==> config.mk <==
export PLATFORM = sky130hd
export DESIGN_NAME = burst_addr_gen
export DESIGN_NICKNAME = d
export VERILOG_FILES = /design/src/rtl/burst_addr_pkg.sv /design/src/rtl/burst_addr_select.sv /design/src/rtl/burst_addr_incr.sv /design/src/rtl/burst_addr_reg.sv /design/src/rtl/burst_addr_gen.sv
export SDC_FILE = /design/constraint.sdc
export NUM_CORES = 1
export LEC_CHECK = 0
export BUFFER_PORTS_ARGS = -buffer_cell sky130_fd_sc_hd__buf_2
export CELL_PAD_IN_SITES_DETAIL_PLACEMENT = 2
export CELL_PAD_IN_SITES_GLOBAL_PLACEMENT = 2
export CORE_ASPECT_RATIO = 0.7
export CORE_MARGIN = 2
export CORE_UTILIZATION = 27
export DETAILED_ROUTE_END_ITERATION = 8
export PLACE_DENSITY = 0.87
export SLEW_MARGIN = 10
export SYNTH_ARGS = -nofsm -noshare
export SYNTH_HDL_FRONTEND = slang
export SYNTH_SLANG_ARGS = --single-unit
==> constraint.sdc <==
create_clock -name clk -period 3.1 [get_ports clk]
set_input_delay 0.155 -clock clk [delete_from_list [all_inputs] [get_ports clk]]
set_output_delay 0.155 -clock clk [all_outputs]
set_load 0.02 [all_outputs]
==> src/rtl/burst_addr_pkg.sv <==
// Shared types for the burst address generator.
package burst_addr_pkg;
    // Source of the next cycle's address, in the order that priority is resolved.
    typedef enum logic [1:0] {
        SRC_HOLD = 2'd0,
        SRC_STEP = 2'd1,
        SRC_LOAD = 2'd2,
        SRC_ZERO = 2'd3
    } addr_src_e;
endpackage

==> src/rtl/burst_addr_select.sv <==
// Priority decoder for the address source.
// Assumes active-low controls. Clear outranks load, and load outranks step.
module burst_addr_select
    import burst_addr_pkg::*;
(
    input  logic      clr_n_i,
    input  logic      strobe_n_i,
    input  logic      step_n_i,
    output addr_src_e src_o
);
    // Resolve the controls into exactly one source.
    always_comb begin
        if (!clr_n_i)         src_o = SRC_ZERO;
        else if (!strobe_n_i) src_o = SRC_LOAD;
        else if (!step_n_i)   src_o = SRC_STEP;
        else                  src_o = SRC_HOLD;
    end
endmodule

==> src/rtl/burst_addr_incr.sv <==
// Modulo-2^W incrementer. It assumes wrap-around is wanted, so the carry out is dropped.
module burst_addr_incr #(
    parameter int W = 14
) (
    input  logic [W-1:0] a_i,
    output logic [W-1:0] y_o
);
    localparam logic [W-1:0] ONE = {{(W-1){1'b0}}, 1'b1};

    // Add one within W bits.
    always_comb y_o = a_i + ONE;
endmodule

==> src/rtl/burst_addr_reg.sv <==
// Address register with a four-way source mux.
// Assumes a synchronous active-low reset that clears the register to zero.
module burst_addr_reg
    import burst_addr_pkg::*;
#(
    parameter int W = 14
) (
    input  logic         clk,
    input  logic         rst_n,
    input  addr_src_e    src_i,
    input  logic [W-1:0] ext_i,
    input  logic [W-1:0] inc_i,
    output logic [W-1:0] q_o
);
    logic [W-1:0] d;

    // Select the value to load at the next edge.
    always_comb begin
        unique case (src_i)
            SRC_ZERO: d = '0;
            SRC_LOAD: d = ext_i;
            SRC_STEP: d = inc_i;
            default:  d = q_o;
        endcase
    end

    // Store the address for the current cycle.
    always_ff @(posedge clk) begin
        if (!rst_n) q_o <= '0;
        else        q_o <= d;
    end
endmodule

==> src/rtl/burst_addr_gen.sv <==
// Burst address generator, top level.
// Each edge registers one of: zero, the external address, the previous address
// plus one, or the previous address. No chip-enable input gates the controls.
module burst_addr_gen
    import burst_addr_pkg::*;
#(
    parameter int ADDR_W = 14
) (
    input  logic              clk,
    input  logic              rst_n,
    input  logic [ADDR_W-1:0] ext_addr_i,
    input  logic              strobe_n_i,
    input  logic              step_n_i,
    input  logic              clr_n_i,
    output logic [ADDR_W-1:0] addr_o
);
    addr_src_e         src;
    logic [ADDR_W-1:0] inc;

    burst_addr_select u_sel (
        .clr_n_i   (clr_n_i),
        .strobe_n_i(strobe_n_i),
        .step_n_i  (step_n_i),
        .src_o     (src)
    );

    burst_addr_incr #(.W(ADDR_W)) u_inc (
        .a_i(addr_o),
        .y_o(inc)
    );

    burst_addr_reg #(.W(ADDR_W)) u_reg (
        .clk  (clk),
        .rst_n(rst_n),
        .src_i(src),
        .ext_i(ext_addr_i),
        .inc_i(inc),
        .q_o  (addr_o)
    );
endmodule

==> metrics <==
status complete, no violations; final worst-path cycle share 0.528; worst-path cell chain nand3_4 -> nor3_1 -> xnor2_1 -> a21oi_1; Top FF cell, synth dfxtp_1; largest net degree at the start of global routing 29; worst hold path type in2reg; Setup TNS Final 0 ps; vias per cell 5.32; Largest Register u_reg.q_o; power density cells between 300 and 400 mW/mm2; CTS Sinks 14; CP required 3210 ps; Layout Skew 0.519 ps; cell count after synthesis 99; max cap viols 0; Async SR Flop Fraction 0; reg2reg setup slack 1460 ps; Worst IR Drop VDD 0.211 mV; top fanout value on the critical path 9; Post-Synthesis Mean Instance Area just over 8 um2; Largest register FFs 14; total chip power approximately 0.00041 W; synth cell count leaders dfxtp_1, o21ai_0, a21oi_1, nor2_1, xnor2_1; minimum clock period 1640 ps; drt wl/cell 17.4 um; Seq/Total Area, Yosys 0.341; number of global-route vias before repair 922; CP Class reg2reg; Setup crit end kind register; GP Congestion 0.747; count of final hold-check violations 0; H-tree levels 1; largest registers u_reg.q_o: 14 flops; initial antenna violation count 0; antenna viol nets, final 0; clk buf depth 2; CP max stage delay 570 ps; Final setup viols 0; Post-synth EDFFs 0; first-pass GRT wire length 4860 um; port bufs 32; Critical-path top delay cell nor3_1; top-count cell post-synth dfxtp_1; Post-DP HPWL 2120 um; Starting Density 0.289; Initial DRC Count 18; overall routing resource usage 0.178; post-layout net count 151; Ant. Diodes 0; synth top area cells dfxtp_1, o21ai_0, xnor2_1; layout cells sized above 1 0.310; cts hold-fix bufs 0; full die area 0.00350 mm2; Slew headroom 0.544; Critical Path Start Type register; grt total ovfl 0; Ys Warns 0; Critical Path AT 1750 ps; io pins 33; Yosys reg bits 14; Yosys top cell by area dfxtp_1; FILL cells approximately 350; Chip Width 69.9 um; synthesized net count 119; Yosys top cell area share 0.341; static leakage 0.391 nW; Pre-antenna DRT Iters 4; clk root buf clkbuf_8; row count 16; clock tree from TritonCTS yes; Clock Latency Late Sink 240 ps; mapped cell area approximately 820 um2; CTS resizes 0; TritonCTS buffer count 3; Yosys cell types 34; Max Freq 611 MHz; Placement Cell Area 0.00100 mm2; Worst-Margin Slew 679 ps; DRC viols 0; via count between 800 and 900; final WL 2870 um; DIE HEIGHT 50.1 um; RSZ-0062 raised after global routing false; CP bufs+invs 0; Placeable Area 0.00284 mm2; fin area 0.00104 mm2; Post-CTS Setup Inserts 0; Final Slew Violations 0; area growth from synthesis to layout 27.1%; Top Family by Delay on Critical Path simple AND/OR/NAND/NOR gates; Reg clk slew, reported paths ~60 ps
## tightest hold or removal path, stage by stage
cell	delay, ps
buf_2	80
mux2i_1	50
nor2_1	70
## metrics by stage
step	setup slack, ps	utilization	hold slack (ps)	std cells
after detailed placement	1520	0.353	405	162
after global placement	1540	0.353	393	162
final	1460	0.367	146	165
after floorplan	1630	-	299	99
after global routing	1320	0.367	179	165
after CTS	1500	0.367	149	165
## cell type report
class                           instances  area, um2  share of cell area
Clock buffer                            3       41.3              0.0396
Inverter                                3       11.3              0.0108
Tap cell                               36       45.0              0.0432
Timing Repair Buffer                   32        160               0.153
Sequential cell                        14        280               0.269
Multi-Input combinational cell         77        505               0.484
## report_power, final
part	internal [W]	switching [W]
clock	0.0000860	0.0000658
combinational	0.0000257	0.0000377
sequential	0.000186	0.00000908
## worst paths after layout
kind,startpoint,depth (start not counted),to
min reg2reg,u_reg.q_o[4]$_SDFFE_PN0P_,2,u_reg.q_o[4]$_SDFFE_PN0P_
max reg2reg,u_reg.q_o[2]$_SDFFE_PN0P_,4,u_reg.q_o[5]$_SDFFE_PN0P_
max,u_reg.q_o[2]$_SDFFE_PN0P_,4,u_reg.q_o[5]$_SDFFE_PN0P_
min,ext_addr_i[0],3,u_reg.q_o[0]$_SDFFE_PN0P_
## layer usage
layer	vias to the layer above	share of wire	GRT usage
met5	-	0	0
met4	0	0	0.0192
met3	0	0.055	0.0482
met2	26	0.43	0.284
met1	421	0.51	0.250
li1	430	-	-
## kinds of logic after synthesis
logic type,share of synthesized area
AO/OA/AOI/OAI,0.268
flip-flops,0.341
XOR/XNOR,0.0640
adder cells (fa/ha/maj),0.0152
AND/OR/NAND/NOR,0.244
multiplexers,0.0244
buffers and inverters,0.0427
## placed cells by master (no fill, tap or decap), types with 3 or more instances in the layout
master	n
a21oi_1	8
nand2_1	5
inv_1	3
xnor2_1	6
clkbuf_8	3
o21ai_0	11
nor4_1	3
a211oi_1	3
dfxtp_1	14
buf_2	32
nor2_1	8
nand2b_1	3
nor3_1	5
Power figures use the tool's default switching activity.
